<file path="src/rtl/vbar_pkg.sv">
package vbar_pkg;

    localparam int ADDR_W    = 32;
    localparam int ALIGN_W   = 5;
    localparam int NUM_BANKS = 3;
    localparam int BANK_IW   = $clog2(NUM_BANKS);

    typedef enum logic [3:0] {
        EXC_RESET  = 4'd0,
        EXC_UNDEF  = 4'd1,
        EXC_SVC    = 4'd2,
        EXC_SMC    = 4'd3,
        EXC_PABT   = 4'd4,
        EXC_DABT   = 4'd5,
        EXC_EXTABT = 4'd6,
        EXC_IRQ    = 4'd7,
        EXC_FIQ    = 4'd8
    } exc_kind_e;

    typedef enum logic [BANK_IW-1:0] {
        BANK_NS  = 2'd0,
        BANK_S   = 2'd1,
        BANK_MON = 2'd2
    } bank_e;

endpackage

</file>
<file path="src/rtl/vbar_access_ctrl.sv">
module vbar_access_ctrl
    import vbar_pkg::*;
(
    input  logic                 acc_valid,
    input  logic                 acc_write,
    input  logic                 acc_sel,
    input  logic                 acc_secure,
    input  logic                 acc_priv,
    output logic                 undef,
    output logic                 rd_en,
    output bank_e                rd_bank,
    output logic [NUM_BANKS-1:0] wr_en
);

    logic permitted;

    always_comb begin
        permitted = acc_priv && (!acc_sel || acc_secure);
        undef     = acc_valid && !permitted;
        rd_en     = acc_valid && permitted && !acc_write;
        if (acc_sel)
            rd_bank = BANK_MON;
        else if (acc_secure)
            rd_bank = BANK_S;
        else
            rd_bank = BANK_NS;
        wr_en = '0;
        if (acc_valid && permitted && acc_write)
            wr_en[rd_bank] = 1'b1;
    end

endmodule

</file>
<file path="src/rtl/vbar_base_reg.sv">
module vbar_base_reg #(
    parameter int ADDR_W  = 32,
    parameter int ALIGN_W = 5
) (
    input  logic                      clk,
    input  logic                      rst_n,
    input  logic                      wr_en,
    input  logic [ADDR_W-ALIGN_W-1:0] wdata_hi,
    output logic [ADDR_W-1:0]         base_q
);

    localparam int HI_W = ADDR_W - ALIGN_W;

    logic [HI_W-1:0] hi_q;

    always_ff @(posedge clk or negedge rst_n) begin
        if (!rst_n)
            hi_q <= '0;
        else if (wr_en)
            hi_q <= wdata_hi;
    end

    assign base_q = {hi_q, {ALIGN_W{1'b0}}};

endmodule

</file>
<file path="src/rtl/vbar_target_calc.sv">
module vbar_target_calc
    import vbar_pkg::*;
#(
    parameter int ADDR_W  = 32,
    parameter int ALIGN_W = 5
) (
    input  logic [3:0]        exc_kind,
    input  logic              cur_secure,
    input  logic              route_irq,
    input  logic              route_fiq,
    input  logic              route_ext,
    input  logic [ADDR_W-1:0] base_ns,
    input  logic [ADDR_W-1:0] base_s,
    input  logic [ADDR_W-1:0] base_mon,
    output logic [ADDR_W-1:0] target,
    output logic              to_mon
);

    exc_kind_e           kind;
    logic [ALIGN_W-1:0]  offset;
    logic [ADDR_W-1:0]   base_sel;

    assign kind = exc_kind_e'(exc_kind);

    always_comb begin
        offset = '0;
        to_mon = 1'b0;
        unique case (kind)
            EXC_RESET:  offset = ALIGN_W'(5'h00);
            EXC_UNDEF:  offset = ALIGN_W'(5'h04);
            EXC_SVC:    offset = ALIGN_W'(5'h08);
            EXC_SMC: begin
                offset = ALIGN_W'(5'h08);
                to_mon = 1'b1;
            end
            EXC_PABT:   offset = ALIGN_W'(5'h0C);
            EXC_DABT:   offset = ALIGN_W'(5'h10);
            EXC_EXTABT: begin
                offset = ALIGN_W'(5'h10);
                to_mon = route_ext;
            end
            EXC_IRQ: begin
                offset = ALIGN_W'(5'h18);
                to_mon = route_irq;
            end
            EXC_FIQ: begin
                offset = ALIGN_W'(5'h1C);
                to_mon = route_fiq;
            end
            default: begin
                offset = '0;
                to_mon = 1'b0;
            end
        endcase
    end

    always_comb begin
        if (to_mon)
            base_sel = base_mon;
        else if (cur_secure)
            base_sel = base_s;
        else
            base_sel = base_ns;
        target = base_sel + {{(ADDR_W-ALIGN_W){1'b0}}, offset};
    end

endmodule

</file>
<file path="src/rtl/vbar_bank.sv">
module vbar_bank
    import vbar_pkg::*;
(
    input  logic        clk,
    input  logic        rst_n,
    input  logic        acc_valid,
    input  logic        acc_write,
    input  logic        acc_sel,
    input  logic        acc_secure,
    input  logic        acc_priv,
    input  logic [31:0] acc_wdata,
    output logic [31:0] acc_rdata,
    output logic        acc_undef,
    input  logic [3:0]  exc_kind,
    input  logic        cur_secure,
    input  logic        route_irq,
    input  logic        route_fiq,
    input  logic        route_ext,
    output logic [31:0] exc_target,
    output logic        exc_to_mon
);

    logic [NUM_BANKS-1:0] wr_en;
    logic                 rd_en;
    bank_e                rd_bank;
    logic [ADDR_W-1:0]    bank_q [NUM_BANKS];
    logic [ADDR_W-1:0]    base_ns_q, base_s_q, base_mon_q;
    logic                 unused_low;

    assign unused_low = ^acc_wdata[ALIGN_W-1:0];

    vbar_access_ctrl i_ctrl (
        .acc_valid  (acc_valid),
        .acc_write  (acc_write),
        .acc_sel    (acc_sel),
        .acc_secure (acc_secure),
        .acc_priv   (acc_priv),
        .undef      (acc_undef),
        .rd_en      (rd_en),
        .rd_bank    (rd_bank),
        .wr_en      (wr_en)
    );

    for (genvar g = 0; g < NUM_BANKS; g++) begin : g_bank
        vbar_base_reg #(
            .ADDR_W  (ADDR_W),
            .ALIGN_W (ALIGN_W)
        ) i_reg (
            .clk      (clk),
            .rst_n    (rst_n),
            .wr_en    (wr_en[g]),
            .wdata_hi (acc_wdata[ADDR_W-1:ALIGN_W]),
            .base_q   (bank_q[g])
        );
    end

    assign base_ns_q  = bank_q[BANK_NS];
    assign base_s_q   = bank_q[BANK_S];
    assign base_mon_q = bank_q[BANK_MON];

    assign acc_rdata = rd_en ? bank_q[rd_bank] : '0;

    vbar_target_calc #(
        .ADDR_W  (ADDR_W),
        .ALIGN_W (ALIGN_W)
    ) i_target (
        .exc_kind   (exc_kind),
        .cur_secure (cur_secure),
        .route_irq  (route_irq),
        .route_fiq  (route_fiq),
        .route_ext  (route_ext),
        .base_ns    (base_ns_q),
        .base_s     (base_s_q),
        .base_mon   (base_mon_q),
        .target     (exc_target),
        .to_mon     (exc_to_mon)
    );

endmodule

</file>
<file path="config.mk">
export PLATFORM = sky130hd
export DESIGN_NAME = vbar_bank
export DESIGN_NICKNAME = d
export VERILOG_FILES = /design/src/rtl/vbar_pkg.sv /design/src/rtl/vbar_access_ctrl.sv /design/src/rtl/vbar_base_reg.sv /design/src/rtl/vbar_target_calc.sv /design/src/rtl/vbar_bank.sv
export SDC_FILE = /design/constraint.sdc
export NUM_CORES = 1
export LEC_CHECK = 0
export ABC_AREA = 1
export ABC_CLOCK_PERIOD_IN_PS = 1900
export BUFFER_PORTS_ARGS = -buffer_cell sky130_fd_sc_hd__buf_4
export CAP_MARGIN = 30
export CORE_MARGIN = 8
export CORE_UTILIZATION = 45
export CTS_BUF_LIST = sky130_fd_sc_hd__clkbuf_8
export DETAILED_ROUTE_END_ITERATION = 12
export GPL_ROUTABILITY_DRIVEN = 0
export GPL_TIMING_DRIVEN = 0
export PLACE_DENSITY = 0.78
export SETUP_SLACK_MARGIN = 0.2
export SLEW_MARGIN = 40
export SYNTH_ARGS = -nofsm -noshare
export SYNTH_HDL_FRONTEND = slang
export SYNTH_SLANG_ARGS = --single-unit
</file>
<file path="constraint.sdc">
create_clock -name clk -period 1.9 [get_ports clk]
set_input_delay 0.38 -clock clk [delete_from_list [all_inputs] [get_ports clk]]
set_output_delay 0.38 -clock clk [all_outputs]
set_load 0.01 [all_outputs]
</file>
* Word level (Yosys, flattened, before mapping)
Index checks and enable logic that the tools add are counted.
Storage, ports and cells: flip-flop bits (word level) 81, logic and storage cells 41
Operators by class: bitwise operators 1, reduce and logical (&&, ||, !) cells 12, order comparisons 3, equality and inequality tests 8, multiplexer cells 13, add/sub/neg operators 1
Operators with widths (count):
- $mux W32 | 5
- $bmux W32 S2 | 1
- $add A32 B5 Y32 | 1
- $pmux W5 S6 | 1
- $eq A4 B3 Y1 const B | 4
- $eq A4 B2 Y1 const B | 2
- $logic_and A1 B1 Y1 | 6
- $eq A4 B1 Y1 const B | 1
- $eq A4 B4 Y1 const B | 1
- $pmux W1 S4 | 1
- $reduce_or A2 Y1 | 2
- $ge A3 B3 Y1 const B | 1
- $logic_not A1 Y1 | 3
- $lt A2 B3 Y1 const B | 1
- $mux W3 | 1
- $not A2 Y3 | 1
- $demux W1 S2 | 1
- $ge A2 B1 Y1 const B | 1
- $mux W1 | 2
- $mux W2 | 1
- $logic_or A1 B1 Y1 | 1

* Logic depth before layout (Yosys ltp)
depth in word-level cells 7, gate-level depth with buffers 9, gate-level depth less buffers 8

* By module
From an unflattened synthesis, not the netlist that was laid out.
Second synthesis, totals: cells, all modules 1083, area total of the unflattened synthesis 6627.6 µm²
Modules (own cells, without submodules):
- vbar_base_reg | area each 1101.1 µm², cells each 120, instances 3
- vbar_target_calc | area each 2155.8 µm², cells each 462, instances 1
- vbar_bank | area each 1087.3 µm², cells each 244, instances 1
- vbar_access_ctrl | area each 81.3 µm², cells each 17, instances 1

* Worst setup path before layout
OpenSTA, ideal clock, no wires.
kind input to output, start point input exc_kind[3], end point output exc_target[10], arrival time 1.303 ns, stages 8, setup slack 0.217 ns, cells stage by stage inv_1 nand2_1 nor2_1 nor2_2 nand2_2 buf_2 nand2_1 nand2_1
Between the ends: cells in the longest elaborated chain, start to end 4, elaborated cells on any way between the ends 14, classes of those cells add/sub: 1; eq/ne: 8; mux: 3; reduce/logical: 2
RTL lines:
- from (decl) | line vbar_bank.sv:14 | input logic [3:0] exc_kind,
- $eq A4 B4 Y1 (tied with other cells) | line vbar_target_calc.sv:28 | unique case (kind)
- $pmux W1 S4 * | line vbar_target_calc.sv:28
- net exc_to_mon | line vbar_bank.sv:20 | output logic exc_to_mon
- $mux W32 * | line vbar_target_calc.sv:58 | if (to_mon)
- $add A32 B5 Y32 * | line vbar_target_calc.sv:64 | target = base_sel + {{(ADDR_W-ALIGN_W){1'b0}}, offset};
- to (decl) | line vbar_bank.sv:19 | output logic [31:0] exc_target,
Mark *: on every way through the listed nets, which the timed path passes. The rest lies on a longest branch.

* Worst setup path in the final report
start point input exc_kind[2], end point output exc_target[20]
Between the ends: cells in the longest elaborated chain, start to end 4, elaborated cells on any way between the ends 14, classes of those cells add/sub: 1; eq/ne: 8; mux: 3; reduce/logical: 2
RTL lines (line):
- $eq A4 B3 Y1 (tied with other cells) | vbar_target_calc.sv:28
- $reduce_or A2 Y1 (no line) / $pmux W1 S4 (equally long branches)
- $pmux W5 S6 / $mux W32 (equally long branches) | vbar_target_calc.sv:28, vbar_target_calc.sv:58
- $add A32 B5 Y32 * | vbar_target_calc.sv:64
Mark *: on every way between the ends. The rest lies on a longest branch, timed or not.

==> reports/summary.json <==
{
  "timing.critical_path.required_ns": 1.52,
  "rsz0062_at_grt": "true",
  "power.share.switching": 0.356,
  "ys_types": 26,
  "fp-row-count": 37,
  "p_per_area_nw_per_um2": 783,
  "synth.cell_area_um2": 4710,
  "final_critical_path_setup_slack_ns": 0.0372,
  "antenna_violations_before_repair": 0,
  "largest_register": "g_bank.i_reg.hi_q",
  "internal-power_uw": 3680,
  "grt_start_max_net_pins": 82,
  "core_um2": 10200,
  "clock_tree_from_tritoncts": "built",
  "synth.top_cells.by_area": "sky130_fd_sc_hd__dfrtp_1 (43%), sky130_fd_sc_hd__nand2_1 (26%), sky130_fd_sc_hd__o21ai_0 (11%)",
  "end_kind": "primary output",
  "sequential_group_share_of_total_power": 0.417,
  "worst-slew-pin-transition_ns": 0.768,
  "ys_seq_elements": 81,
  "clk_root_buffer_cell": "sky130_fd_sc_hd__clkbuf_8",
  "layout_commonest_cell": "sky130_fd_sc_hd__nand2_1",
  "fin_util": 0.713,
  "worstHoldPathType": "primary input to async pin",
  "final_max_slew_viol_count": 0,
  "post-layout-total-power_uw": 5710,
  "global_route_wire_length_before_repair_um": 29000,
  "met1_length_um": 7050,
  "detailedRoute.firstIterationViolations": 596,
  "yosysTopAreaCellShare": 0.431,
  "pre_cts_ws_ns": -0.440,
  "num_io_pins": 113,
  "htreeDepth": 3,
  "cts_max_path_buffers": 2,
  "synth_largest_area_cell": "sky130_fd_sc_hd__dfrtp_1",
  "drt_pre_antenna_iters": 5,
  "worst-endpoint-arrival_ns": 1.48,
  "area_growth_syn_to_layout_pct": 55.0,
  "post_drt_via_cell_ratio": 5.83,
  "number_of_antenna_diodes": 0,
  "die-height_um": 118,
  "p_clk_frac": 0.260,
  "switchingPower_uw": 2030,
  "first_global_vias": 5693,
  "whs_ns": 0.0440,
  "reg.largest.list": "g_bank.i_reg.hi_q x81",
  "dr_wl_met2_um": 8970,
  "critical_path_class": "primary input to primary output",
  "route.vias.total": 5644,
  "cts_inserted_buffers": 9,
  "die_width_um": 118,
  "initial_utilization": 0.460,
  "p_comb_frac": 0.322,
  "syn-instance-count": 682,
  "cp_max_fo": 7,
  "cts.reportedPaths.clkPinSlew_ns": 0.09,
  "outcome": "finished clean",
  "detailedPlacementHpwl_um": 11200,
  "number_of_flip_flops_in_the_largest_register": 81,
  "drive_gt1_frac": 0.334,
  "ant_nets": 0,
  "io_buffer_count": 99,
  "detailed_place.area_um2": 5650,
  "groute.usage.overall": 0.259,
  "wirelength_um": 19300,
  "setup_viol": 0,
  "final_cycle_share": 0.980,
  "fin_worst_skew_ns": 0,
  "yosys_warnings": 0,
  "timing_hold_violations_final": 0,
  "post-route-drc-count": 0,
  "fin_nets": 874,
  "post_cts_hold_buffer_count": 0,
  "detailroute.wirelength.met3_um": 2310,
  "slew_headroom": 0.488,
  "insertion_delay_ns": 0.36,
  "globalRoute.totalOverflow": 0,
  "achievable-frequency_ghz": 0.537,
  "final_cell_mix": "sky130_fd_sc_hd__nand2_1 (301), sky130_fd_sc_hd__o21ai_0 (95), sky130_fd_sc_hd__dfrtp_1 (81)",
  "detail_route.wl_per_cell_um": 20.0,
  "static-leakage-power_uw": 0.00345,
  "vdd_ir_drop_max_mv": 0.465,
  "max_cap_viol_count": 0,
  "startpoint_type": "primary input",
  "cts.sink_count": 81,
  "design.die.area_um2": 14000,
  "avgSynthCellArea_um2": 6.90,
  "synth.yosys.seq_area_share": 0.431,
  "topRoutingLayerUsed": "met4",
  "period_needed_ns": 1.86,
  "layout.cell_area.non_filler_um2": 7290
}
synth_stat cells:
library cell	number
sky130_fd_sc_hd__nand3_1	30
sky130_fd_sc_hd__mux2_2	1
sky130_fd_sc_hd__buf_4	7
sky130_fd_sc_hd__a21boi_4	1
sky130_fd_sc_hd__o31ai_1	1
sky130_fd_sc_hd__buf_1	2
sky130_fd_sc_hd__nor2_4	3
sky130_fd_sc_hd__clkbuf_1	20
sky130_fd_sc_hd__nand2_1	329
sky130_fd_sc_hd__nor2_1	6
sky130_fd_sc_hd__nand3_4	1
sky130_fd_sc_hd__buf_2	9
sky130_fd_sc_hd__o21ai_1	6
sky130_fd_sc_hd__inv_1	32
sky130_fd_sc_hd__o211ai_1	1
sky130_fd_sc_hd__clkbuf_2	5
sky130_fd_sc_hd__dfrtp_1	81
sky130_fd_sc_hd__buf_6	6
sky130_fd_sc_hd__nor2_8	1
sky130_fd_sc_hd__o21ai_0	103
sky130_fd_sc_hd__nor2_2	2
sky130_fd_sc_hd__nand3b_1	1
sky130_fd_sc_hd__conb_1	1
sky130_fd_sc_hd__a31oi_1	27
sky130_fd_sc_hd__inv_2	5
sky130_fd_sc_hd__nand2_2	1
area by class of cell:
type	instances	area [um2]
Timing Repair Buffer	128	1400
Sequential cell	81	2030
Clock buffer	10	138
Inverter	37	161
Multi-Input combinational cell	521	2860
Fill cell	726	2940
Buffer	49	447
Tap cell	136	170
Clock inverter	6	90.1
per-stage QoR:
step                      setup TNS [ns]  std cells
after floorplan                        0        688
after global placement            -15.28        923
after detailed placement          -16.64        923
after CTS                              0        963
after global routing                   0        968
final                                  0        968
what timing repair did:
item | 4_1_cts | 5_1_grt
setup buffers | 18 | 2
resized for setup | 185 | 57
gates cloned | 6 | 3
pin swaps | 28 | 26
endpoints found under the setup margin | 55 | 55
power by group through the flow:
stage / Sequential [uW] / Clock (uW) / Combinational (uW)
6_report: 2380 / 1490 / 1840
4_1_cts: 2360 / 1460 / 1640
3_3_place_gp: 2360 / 0 / 1270
3_5_place_dp: 2390 / 0 / 1330
5_1_grt: 2420 / 1570 / 1990
2_1_floorplan: 2310 / 0 / 779
routing by layer:
| metal | vias up | track usage |
|---|---|---|
| li1 | 2471 | - |
| met1 | 2621 | 0.310 |
| met2 | 443 | 0.420 |
| met3 | 109 | 0.0762 |
| met4 | 0 | 0.124 |
| met5 | - | 0 |
worst max-delay path, stage by stage:
cell	delay, ns
sky130_fd_sc_hd__buf_12	0.10
sky130_fd_sc_hd__inv_8	0.04
sky130_fd_sc_hd__nand2_4	0.07
sky130_fd_sc_hd__nor2_4	0.04
sky130_fd_sc_hd__nor2_4	0.20
sky130_fd_sc_hd__buf_12	0.18
sky130_fd_sc_hd__buf_8	0.15
sky130_fd_sc_hd__nand3_2	0.10
sky130_fd_sc_hd__nand2_2	0.09
sky130_fd_sc_hd__buf_6	0.11
cell families (layout without fill, tap and decap cells):
group	after synthesis	count (layout)	share of synthesized area
buffers and inverters	86	230	0.0875
AND/OR/NAND/NOR	374	374	0.320
other	1	7	0.000797
flip-flops	81	81	0.431
AO/OA/AOI/OAI	139	139	0.159
multiplexers	1	1	0.00239
worst paths after layout:
kind                       slack (ns)  cells past startpoint                        to                     start
setup reg to reg                 1.10                      2  g_bank[0].i_reg.hi_q[11]  g_bank[0].i_reg.hi_q[11]
hold reg to reg                  0.53                      2   g_bank[1].i_reg.hi_q[7]   g_bank[1].i_reg.hi_q[7]
min in group clk                 0.22                      3  g_bank[2].i_reg.hi_q[22]             acc_wdata[27]
max in group asynchronous        1.32                      1   g_bank[2].i_reg.hi_q[0]                     rst_n
setup / recovery                 0.04                     10            exc_target[20]               exc_kind[2]
hold / removal                   0.04                      1   g_bank[1].i_reg.hi_q[6]                     rst_n
(Power assumes the default switching activity.)
